$ cat config.mk
export PLATFORM = sky130hd
export DESIGN_NAME = wsr_top
export DESIGN_NICKNAME = d
export VERILOG_FILES = /design/src/rtl/wsr_pkg.sv /design/src/rtl/wsr_rst_sync.sv /design/src/rtl/wsr_accum.sv /design/src/rtl/wsr_divider.sv /design/src/rtl/wsr_top.sv
export SDC_FILE = /design/constraint.sdc
export NUM_CORES = 1
export LEC_CHECK = 0
export ABC_AREA = 1
export BUFFER_PORTS_ARGS = -buffer_cell sky130_fd_sc_hd__buf_2
export CORE_MARGIN = 2
export CORE_UTILIZATION = 60
export DETAILED_ROUTE_END_ITERATION = 8
export GPL_TIMING_DRIVEN = 1
export HOLD_SLACK_MARGIN = 0.03
export PLACE_DENSITY = 0.84
export RECOVER_POWER = 50
export SYNTH_ARGS = -nofsm -noshare
export SYNTH_HDL_FRONTEND = slang
export SYNTH_SLANG_ARGS = --single-unit
$ cat constraint.sdc
create_clock -name clk -period 11.3 [get_ports clk]
set_clock_uncertainty 0.2 [all_clocks]
set_input_delay 2.26 -clock clk [delete_from_list [all_inputs] [get_ports clk]]
set_output_delay 2.26 -clock clk [all_outputs]
set_load 0.01 [all_outputs]
$ cat src/rtl/wsr_pkg.sv
package wsr_pkg;

  typedef enum logic {
    DIV_IDLE = 1'b0,
    DIV_RUN  = 1'b1
  } div_state_e;

  function automatic int sum_width(input int term_w, input int win_log2);
    return term_w + win_log2;
  endfunction

endpackage

$ cat src/rtl/wsr_rst_sync.sv
module wsr_rst_sync #(
  parameter int STAGES = 2
) (
  input  logic clk,
  input  logic rst_n,
  output logic rst_sync_n
);
  logic [STAGES-1:0] chain_q;
  logic [STAGES-1:0] chain_d;

  always_comb begin
    chain_d = {chain_q[STAGES-2:0], 1'b1};
  end

  always_ff @(posedge clk or negedge rst_n) begin
    if (!rst_n) chain_q <= '0;
    else        chain_q <= chain_d;
  end

  assign rst_sync_n = chain_q[STAGES-1];
endmodule

$ cat src/rtl/wsr_accum.sv
module wsr_accum #(
  parameter int X_W = 16,
  parameter int W_W = 16,
  parameter int A_W = 48,
  parameter int B_W = 32
) (
  input  logic           clk,
  input  logic           rst_n,
  input  logic [X_W-1:0] sample,
  input  logic [W_W-1:0] weight,
  input  logic           restart,
  output logic [A_W-1:0] sum_a,
  output logic [B_W-1:0] sum_b
);
  localparam int P_W = X_W + W_W;

  logic [P_W-1:0] prod;
  logic [A_W-1:0] sum_a_d;
  logic [B_W-1:0] sum_b_d;
  logic           acc_en;

  // one product per cycle, shared by the seed and the add path
  always_comb begin
    prod   = sample * weight;
    acc_en = 1'b1;
    if (restart) begin
      sum_a_d = A_W'(prod);
      sum_b_d = B_W'(weight);
    end else begin
      sum_a_d = sum_a + A_W'(prod);
      sum_b_d = sum_b + B_W'(weight);
    end
  end

  always_ff @(posedge clk or negedge rst_n) begin
    if (!rst_n) begin
      sum_a <= '0;
      sum_b <= '0;
    end else if (acc_en) begin
      sum_a <= sum_a_d;
      sum_b <= sum_b_d;
    end
  end
endmodule

$ cat src/rtl/wsr_divider.sv
module wsr_divider
  import wsr_pkg::*;
#(
  parameter int N_W = 48,
  parameter int D_W = 32
) (
  input  logic           clk,
  input  logic           rst_n,
  input  logic           start,
  input  logic [N_W-1:0] dividend,
  input  logic [D_W-1:0] divisor,
  output logic           busy,
  output logic           done,
  output logic           dz,
  output logic [N_W-1:0] result
);
  localparam int CNT_W = (N_W > 1) ? $clog2(N_W) : 1;

  div_state_e     st_q, st_d;
  logic [CNT_W-1:0] cnt_q, cnt_d;
  logic [D_W-1:0] rem_q, rem_d;
  logic [D_W-1:0] dvs_q, dvs_d;
  logic [N_W-1:0] qsh_q, qsh_d;
  logic [N_W-1:0] res_d;
  logic           done_d, dz_d;

  logic [D_W:0]   rem_sh, diff;
  logic           ge;
  logic [N_W-1:0] q_next;

  // one restoring step per clock
  always_comb begin
    rem_sh = {rem_q, qsh_q[N_W-1]};
    diff   = rem_sh - {1'b0, dvs_q};
    ge     = (rem_sh >= {1'b0, dvs_q});
    q_next = {qsh_q[N_W-2:0], ge};
  end

  always_comb begin
    st_d   = st_q;
    cnt_d  = cnt_q;
    rem_d  = rem_q;
    dvs_d  = dvs_q;
    qsh_d  = qsh_q;
    res_d  = result;
    done_d = 1'b0;
    dz_d   = dz;
    case (st_q)
      DIV_IDLE: begin
        if (start) begin
          if (divisor == '0) begin
            res_d  = '1;
            done_d = 1'b1;
            dz_d   = 1'b1;
          end else begin
            st_d  = DIV_RUN;
            cnt_d = CNT_W'(N_W - 1);
            rem_d = '0;
            dvs_d = divisor;
            qsh_d = dividend;
          end
        end
      end
      DIV_RUN: begin
        qsh_d = q_next;
        rem_d = D_W'(ge ? diff : rem_sh);
        if (cnt_q == '0) begin
          st_d   = DIV_IDLE;
          res_d  = q_next;
          done_d = 1'b1;
          dz_d   = 1'b0;
        end else begin
          cnt_d = cnt_q - 1'b1;
        end
      end
      default: st_d = DIV_IDLE;
    endcase
  end

  always_ff @(posedge clk or negedge rst_n) begin
    if (!rst_n) begin
      st_q   <= DIV_IDLE;
      cnt_q  <= '0;
      rem_q  <= '0;
      dvs_q  <= '0;
      qsh_q  <= '0;
      result <= '0;
      done   <= 1'b0;
      dz     <= 1'b0;
    end else begin
      st_q   <= st_d;
      cnt_q  <= cnt_d;
      rem_q  <= rem_d;
      dvs_q  <= dvs_d;
      qsh_q  <= qsh_d;
      result <= res_d;
      done   <= done_d;
      dz     <= dz_d;
    end
  end

  assign busy = (st_q == DIV_RUN);
endmodule

$ cat src/rtl/wsr_top.sv
module wsr_top
  import wsr_pkg::*;
#(
  parameter int X_W      = 16,
  parameter int W_W      = 16,
  parameter int WIN_LOG2 = 16
) (
  input  logic                        clk,
  input  logic                        rst_n,
  input  logic [X_W-1:0]              sample,
  input  logic [W_W-1:0]              weight,
  input  logic                        restart,
  output logic [X_W+W_W+WIN_LOG2-1:0] quot,
  output logic                        quot_valid,
  output logic                        div_zero,
  output logic                        overrun
);
  localparam int A_W = sum_width(X_W + W_W, WIN_LOG2);
  localparam int B_W = sum_width(W_W, WIN_LOG2);

  logic           rst_sync_n;
  logic [A_W-1:0] acc_a;
  logic [B_W-1:0] acc_b;
  logic           div_busy;
  logic           div_start;
  logic           ovr_d;

  wsr_rst_sync #(.STAGES(2)) u_rst (
    .clk        (clk),
    .rst_n      (rst_n),
    .rst_sync_n (rst_sync_n)
  );

  wsr_accum #(.X_W(X_W), .W_W(W_W), .A_W(A_W), .B_W(B_W)) u_acc (
    .clk     (clk),
    .rst_n   (rst_sync_n),
    .sample  (sample),
    .weight  (weight),
    .restart (restart),
    .sum_a   (acc_a),
    .sum_b   (acc_b)
  );

  // the divider samples the sums before this edge's update
  always_comb begin
    div_start = restart & ~div_busy;
    ovr_d     = restart & div_busy;
  end

  wsr_divider #(.N_W(A_W), .D_W(B_W)) u_div (
    .clk      (clk),
    .rst_n    (rst_sync_n),
    .start    (div_start),
    .dividend (acc_a),
    .divisor  (acc_b),
    .busy     (div_busy),
    .done     (quot_valid),
    .dz       (div_zero),
    .result   (quot)
  );

  always_ff @(posedge clk or negedge rst_sync_n) begin
    if (!rst_sync_n) overrun <= 1'b0;
    else             overrun <= ovr_d;
  end
endmodule

==> key figures, run 1 <==
Cells and area
  – Final cell area excluding filler cells: 0.0279 sq mm
  – FILL cells: 3851
  – Layout cells sized above 1: 0.0597
  – Synthesis-to-finish area growth: 5.81%
  – Utilization of the core after routing: 0.646
  – Nets: 4240

Die
  – Width of the die: 214 um
  – Die Span Y: 214 um
  – Initial standard-cell utilization of the core: 0.610
  – Number of I/O pins: 86
  – Cell Rows: 76
  – Floorplan die area: 0.0457 sq mm
  – Core ar.: 0.0433 sq mm

Drt
  – Post-Route WL: 71.8 mm
  – Total via count after detailed routing: 24000
  – Number of iterations in the first detailed-routing pass: 6
  – Final routed DRC violation total: 0
  – Routed via count divided by cell count: 5.43
  – Routed length per instance: 16.2 um
  – Iter 0 DRT Violations: 2167
  – Post-detailed-route count of antenna-violating nets: 0

Clock tree
  – Post-cts hold buffer count: 0
  – Post-cts sizing count: 0
  – Post-CTS repair timing setup buffer count: 0
  – Number of buffers on the longest clock path: 3
  – Total number of clock tree sinks: 252
  – Clock tree from TritonCTS: done
  – Worst skew pair latency: 0.57 ns
  – Clock H-tree levels: 1
  – Root buf cell: clkbuf_16
  – Number of clock buffers inserted by TritonCTS: 28
  – Clock transition at the registers of the reported paths: 0.06 ns

Logic synthesis
  – Syn Nets: 4243
  – Proportion of synthesized flip-flops having asynchronous set or reset: 1.00
  – Cell types with the largest area share after synthesis: dfrtp_1, nand2_1, fa_1
  – Synthesized flop and latch total: 252
  – Largest area contributor in the netlist: dfrtp_1
  – Leading post-synthesis cells by instance count: nand2_1, inv_1, nor2_1
  – Number of synthesized flops with an enable pin: 0
  – Warnings, synthesis: 0
  – Share of the synthesized area in the top cell type: 0.239
  – Gate count after technology mapping: 3822
  – Portion of the post-synthesis area used by sequential elements: 0.239
  – Library cells used by synthesis: 46
  – Top flip-flop cell by instance count after synthesis: dfrtp_1
  – Post-Synthesis Mean Instance Area: 6.91 sq um
  – Cell area after synthesis: 0.0264 sq mm
  – Most used standard cell by instance count after synthesis: nand2_1

GRT
  – Wire length of the first global-routing pass: 121 mm
  – Final global-route overflow total: 0
  – Via count of the first global-routing pass: 23600
  – Maximum number of pins on one net before global-route repair: 100
  – Aggregate global-route resource usage: 0.333
  – Initial antenna violation count: 0

Hold path
  – Hold Path End: u_rst.chain_q[1]
  – Min-Delay Startpoint: u_rst.chain_q[0]
  – Count of cells along the worst hold path: 0
  – Worst hold-check path type: reg -> reg

Critical path
  – Worst r2r dst: u_div.dvs_q[10]
  – Required time at the endpoint of the critical path: 11.41 ns
  – Maximum single-stage delay on the critical path: 0.56 ns
  – Sort of element at the end of the critical path: register
  – Cell class contributing the biggest share of worst-path delay: adder cells
  – Reg2reg path depth: 2
  – Slowest cell on crit path: fa_1
  – R2R Path Start: u_rst.chain_q[1]
  – Crit path buffers/inverters: 5
  – Start-to-end type of the worst setup path: in -> reg
  – Arrival time reported for the critical path endpoint: 9.30 ns
  – Worst reg2reg setup slack: 2.87 ns
  – Critical path peak fanout: 18
  – Startpoint Class: input port

Outcome
  – Violated checks: capacitance limit, slew limit
  – Status: finished with violations

Timing
  – TNS Setup: 0 ns
  – Actual slew at the worst max-slew pin: 4.02 ns
  – Number of max-slew violations in the final report: 437
  – Minimum clock period: 9.19 ns
  – Max-Slew Margin vs Limit: -1.68
  – Final clock period utilization by the worst path: 0.814
  – Unrepaired setup endpoints after global routing: false
  – Final-report setup violation count: 0
  – Final hold slack: 0.164 ns
  – Count of endpoints failing hold in the final timing report: 0
  – Highest clock frequency the design can meet: 0.109 GHz

Placed design
  – Post-DP Area: 0.0270 sq mm
  – Global placer's final weighted congestion: 1.03
  – Placed wire-length estimate: 57.0 mm
  – Count of input and output buffers: 85

Run
  – Maxcap violations: 7
## logic make-up after synthesis
kind of cell,share of synthesized area
AND/OR/NAND/NOR,0.303
other,0.000142
AO/OA/AOI/OAI,0.0755
XOR/XNOR,0.0146
flip-flops,0.239
buffers and inverters,0.129
adder cells (fa/ha/maj),0.239
## state kept, by name (all words and copies together), names as in the netlist, 2 cells and up
name           count
u_div.qsh_q       48
u_div.rem_q       32
u_rst.chain_q      2
u_div.dvs_q       32
u_acc.sum_b       32
u_acc.sum_a       48
u_div.result      48
u_div.cnt_q        6
## cell type report
cell class / count / area, sq um / share of cell area
Antenna cell: 1 / 2.50 / 0.0000896
Clock buffer: 34 / 763 / 0.0273
Clock inverter: 14 / 169 / 0.00604
Inverter: 746 / 2800 / 0.100
Multi-Input combinational cell: 2696 / 16700 / 0.597
Sequential cell: 252 / 6310 / 0.226
Tap cell: 585 / 732 / 0.0262
Timing Repair Buffer: 95 / 477 / 0.0171
## stage by stage
stage / cells / worst slack [ns]
floorplan: 3822 / 2.39
global placement: 4374 / 1.70
detailed placement: 4374 / 1.70
CTS: 4422 / 2.27
global route: 4422 / 1.18
finish: 4423 / 2.11
## metal layers
| layer | track usage | part of all wire | vias up | wire length [um] |
|---|---|---|---|---|
| met3 | 0.0422 | 0.083 | 143 | 5960 |
| met4 | 0.108 | 0.034 | 0 | 2420 |
| met5 | 0 | 0 | - | 0 |
| met2 | 0.542 | 0.45 | 971 | 32500 |
| li1 | - | - | 11700 | - |
| met1 | 0.463 | 0.43 | 11200 | 30900 |
## cells in the final DEF (no fill, tap or decap), types with 3 or more instances in the layout
cell type  netlist  layout
o21bai_1        10      10
nor2_2           7       7
nand3b_1        20      20
nand3_1        187     187
buf_4            5       5
nor4_1           7       7
and2_1          16      16
inv_1          734     733
nand2_1       1204    1205
nor2_1         320     320
clkbuf_1        99      11
or2_2           15      15
nand4_1         40      40
clkinv_2         0       4
a21oi_1        119     119
nand3_2         22      22
clkbuf_16        0      28
nand2_2         31      30
o21ai_0        161     161
o21ai_1          4       4
inv_6            0       3
inv_2           12      12
dfrtp_1        252     251
o21a_1           5       5
fa_1           197     197
buf_2            6      81
xor2_1          32      32
clkbuf_8         0       4
o31ai_1         46      46
ha_1           189     189
xnor2_1         12      12
nor3_1          31      31
## worst max path at each step
stage | startpoint | to | slack [ns] | depth (start not counted)
floorplan | weight[15] | u_acc.sum_a[44] | 2.39 | 33
global placement | weight[15] | u_acc.sum_a[21] | 1.70 | 30
detailed placement | weight[15] | u_acc.sum_a[21] | 1.70 | 30
CTS | weight[15] | u_acc.sum_a[21] | 2.27 | 30
global route | u_rst.chain_q[1] | u_div.dvs_q[5] | 1.18 | 2
finish | weight[15] | u_acc.sum_a[44] | 2.11 | 29
Power of run 1 is left out: the tool's default activity adds up to more than one toggle a clock period on the data nets, which glitch-free logic cannot reach.
==> run 2: changes to the inputs <==
Settings changed: ABC_AREA 1 to 0, CORE_UTILIZATION 60 to 58, PLACE_DENSITY 0.84 to 0.85.
Clock period 11.3 ns to 7.85 ns, I/O delays scaled along.
==> run 2 against run 1 <==
Compared with the run above: the run ends with capacitance limit, slew limit, setup timing left; synthesized area decreased by 14%; routed wire length increased by 0.36%; clock-buffer cell count unchanged; setup slack got worse by 3.0 ns; sequential share of layout area decreased by 0.31 points; sequential cell count unchanged; register-to-register slack got worse by 0.81 ns; synthesized cell count decreased by 32%; first-iteration DRC count decreased by 10%; critical path type unchanged.
==> key figures, run 2 <==
Clock tree
  – Number of buffers on the longest clock path: 3
  – Worst skew pair latency: 0.58 ns
  – Total number of clock tree sinks: 252
  – Clock tree from TritonCTS: done
  – Clock transition at the registers of the reported paths: 0.06 ns
  – Clock H-tree levels: 1
  – Number of clock buffers inserted by TritonCTS: 27
  – Root buf cell: clkbuf_16

Hold path
  – Hold Path End: u_rst.chain_q[1]
  – Min-Delay Startpoint: u_rst.chain_q[0]
  – Worst hold-check path type: reg -> reg
  – Count of cells along the worst hold path: 0

Logic synthesis
  – Cell types with the largest area share after synthesis: dfrtp_1, fa_1, ha_1
  – Portion of the post-synthesis area used by sequential elements: 0.277
  – Leading post-synthesis cells by instance count: nand2_1, inv_1, dfrtp_1
  – Syn Nets: 3038
  – Proportion of synthesized flip-flops having asynchronous set or reset: 1.00
  – Largest area contributor in the netlist: dfrtp_1
  – Warnings, synthesis: 0
  – Post-Synthesis Mean Instance Area: 8.71 sq um
  – Library cells used by synthesis: 79
  – Most used standard cell by instance count after synthesis: nand2_1
  – Cell area after synthesis: 0.0228 sq mm
  – Synthesized flop and latch total: 252
  – Share of the synthesized area in the top cell type: 0.277
  – Top flip-flop cell by instance count after synthesis: dfrtp_1
  – Number of synthesized flops with an enable pin: 0
  – Gate count after technology mapping: 2617

Outcome
  – Violated checks: capacitance limit, slew limit, setup timing
  – Status: finished with violations

Critical path
  – Critical path peak fanout: 5
  – Slowest cell on crit path: fa_1
  – Arrival time reported for the critical path endpoint: 8.95 ns
  – Reg2reg path depth: 1
  – Startpoint Class: input port
  – Critical path origin: sample[8]
  – Required time at the endpoint of the critical path: 8.09 ns
  – Worst r2r dst: u_acc.sum_b[29]
  – Sort of element at the end of the critical path: register
  – Worst reg2reg setup slack: 2.06 ns
  – Maximum single-stage delay on the critical path: 0.62 ns
  – Start-to-end type of the worst setup path: in -> reg
  – Cell mode on critical path: fa_1
  – R2R Path Start: u_rst.chain_q[1]

Die
  – Width of the die: 202 um
  – Die Span Y: 202 um
  – Core ar.: 0.0387 sq mm
  – Cell Rows: 72
  – Number of I/O pins: 86
  – Floorplan die area: 0.0409 sq mm
  – Initial standard-cell utilization of the core: 0.589

GRT
  – Aggregate global-route resource usage: 0.320
  – Maximum number of pins on one net before global-route repair: 104
  – Via count of the first global-routing pass: 21700
  – Final global-route overflow total: 0
  – Wire length of the first global-routing pass: 107 mm
  – Initial antenna violation count: 1

Cells and area
  – Layout cells sized above 1: 0.233
  – Multi-input gate area in the final layout: 0.0163 sq mm
  – Nets: 3327
  – Storage element area: 0.00631 sq mm
  – Synthesis-to-finish area growth: 24.2%
  – FILL cells: 2449
  – Commonest non-fill, non-tap cells in the layout: nand2_1, inv_1, dfrtp_1
  – Antenna Diode Count: 0
  – Biggest regs: u_acc.sum_a x48, u_div.qsh_q x48, u_div.result x48
  – Leading cell type in the layout, fill and taps excluded: nand2_1

Drt
  – Routed via count divided by cell count: 6.19
  – Total via count after detailed routing: 21300
  – Post-detailed-route count of antenna-violating nets: 0
  – Iter 0 DRT Violations: 1945
  – Post-Route WL: 72.0 mm
  – Routed length per instance: 20.9 um
  – Final routed DRC violation total: 0
  – Number of iterations in the first detailed-routing pass: 6

Timing
  – Actual slew at the worst max-slew pin: 3.85 ns
  – Unrepaired setup endpoints after global routing: true
  – Final-report setup violation count: 35
  – Max-Slew Margin vs Limit: -1.56
  – Number of max-slew violations in the final report: 257
  – Minimum clock period: 8.71 ns
  – Final clock period utilization by the worst path: 1.11
  – Post-route worst setup slack: -0.860 ns
  – Count of endpoints failing hold in the final timing report: 0
  – Highest clock frequency the design can meet: 0.115 GHz

Run
  – Maxcap violations: 4

Placed design
  – Count of input and output buffers: 85
  – Worst setup timing slack at the placement stage: -1.35 ns
  – Global placer's final weighted congestion: 0.994
  – Placed wire-length estimate: 45.8 mm
run 2: changes by cell type after synthesis, moves of 39 or more:
cell / change
a21oi_1: +46
and2_1: +108
a21o_1: +39
inv_1: -434
a31oi_1: +67
nand2_1: -800
nand3_1: -145
xnor2_1: +54
nor2_1: -128
run 2: cell families (layout without fill, tap and decap cells):
group,count (synthesis),after routing,synth area share
mux,20,20,0.00938
flops,252,252,0.277
buf+inv,418,727,0.0698
xor+xnor,125,125,0.0480
fa+ha+maj,386,386,0.277
compound gates,532,532,0.145
simple gates,883,883,0.175
other cells,1,1,0.000164
run 2: final cells by class:
type / instances / area share
well taps: 518 / 0.0229
clock buffers: 34 / 0.0258
flip-flops and latches: 252 / 0.223
multi-input cells: 1947 / 0.574
repair buffers: 376 / 0.106
clock inverters: 15 / 0.00910
inverters: 302 / 0.0401
run 2: stage by stage:
step | instance area, sq um | cells | hold WS (ns) | TNS [ns] | util
final | 28300 | 3444 | 0.160 | -20.92 | 0.731
after global routing | 28300 | 3444 | 0.174 | -27.08 | 0.731
after global placement | 25600 | 3340 | 0.137 | -28.50 | 0.660
after CTS | 27600 | 3420 | 0.164 | -5.04 | 0.713
after floorplan | 23300 | 2617 | 0.131 | -8.58 | -
after detailed placement | 25600 | 3340 | 0.144 | -34.90 | 0.660
run 2: how the worst max path moves through the flow:
stage               slack [ns]               to  cells past startpoint
finish                   -0.86  u_acc.sum_a[28]                     34
global route             -1.04  u_acc.sum_a[46]                     32
CTS                      -0.30  u_acc.sum_a[43]                     31
detailed placement       -1.35  u_acc.sum_a[46]                     29
global placement         -1.12  u_acc.sum_a[46]                     28
floorplan                -0.51  u_acc.sum_a[31]                     31
run 2: routing by layer:
layer / vias to the layer above / part of all wire / track usage
li1: 9235 / - / -
met1: 10300 / 0.35 / 0.383
met2: 1264 / 0.49 / 0.566
met3: 499 / 0.078 / 0.0401
met4: 2 / 0.080 / 0.166
met5: - / 0.00022 / 0
run 2: critical path: cells and delay by family:
kind                     cells  cell delay (ns)
XOR/XNOR                     2             0.65
AO/OA/AOI/OAI                9             1.56
buffers and inverters       11             1.23
adder cells (fa/ha/maj)      8             3.53
AND/OR/NAND/NOR              4             0.39
run 2: what timing repair did:
item	in CTS	in global routing
resized for setup	180	146
setup endpoints to repair	32	35
hold endpoints to repair	0	0
buffers inserted	31	29
hold buffers	0	0
pin swaps	103	105
gates cloned	0	0
Power of run 2 is left out for the same reason.
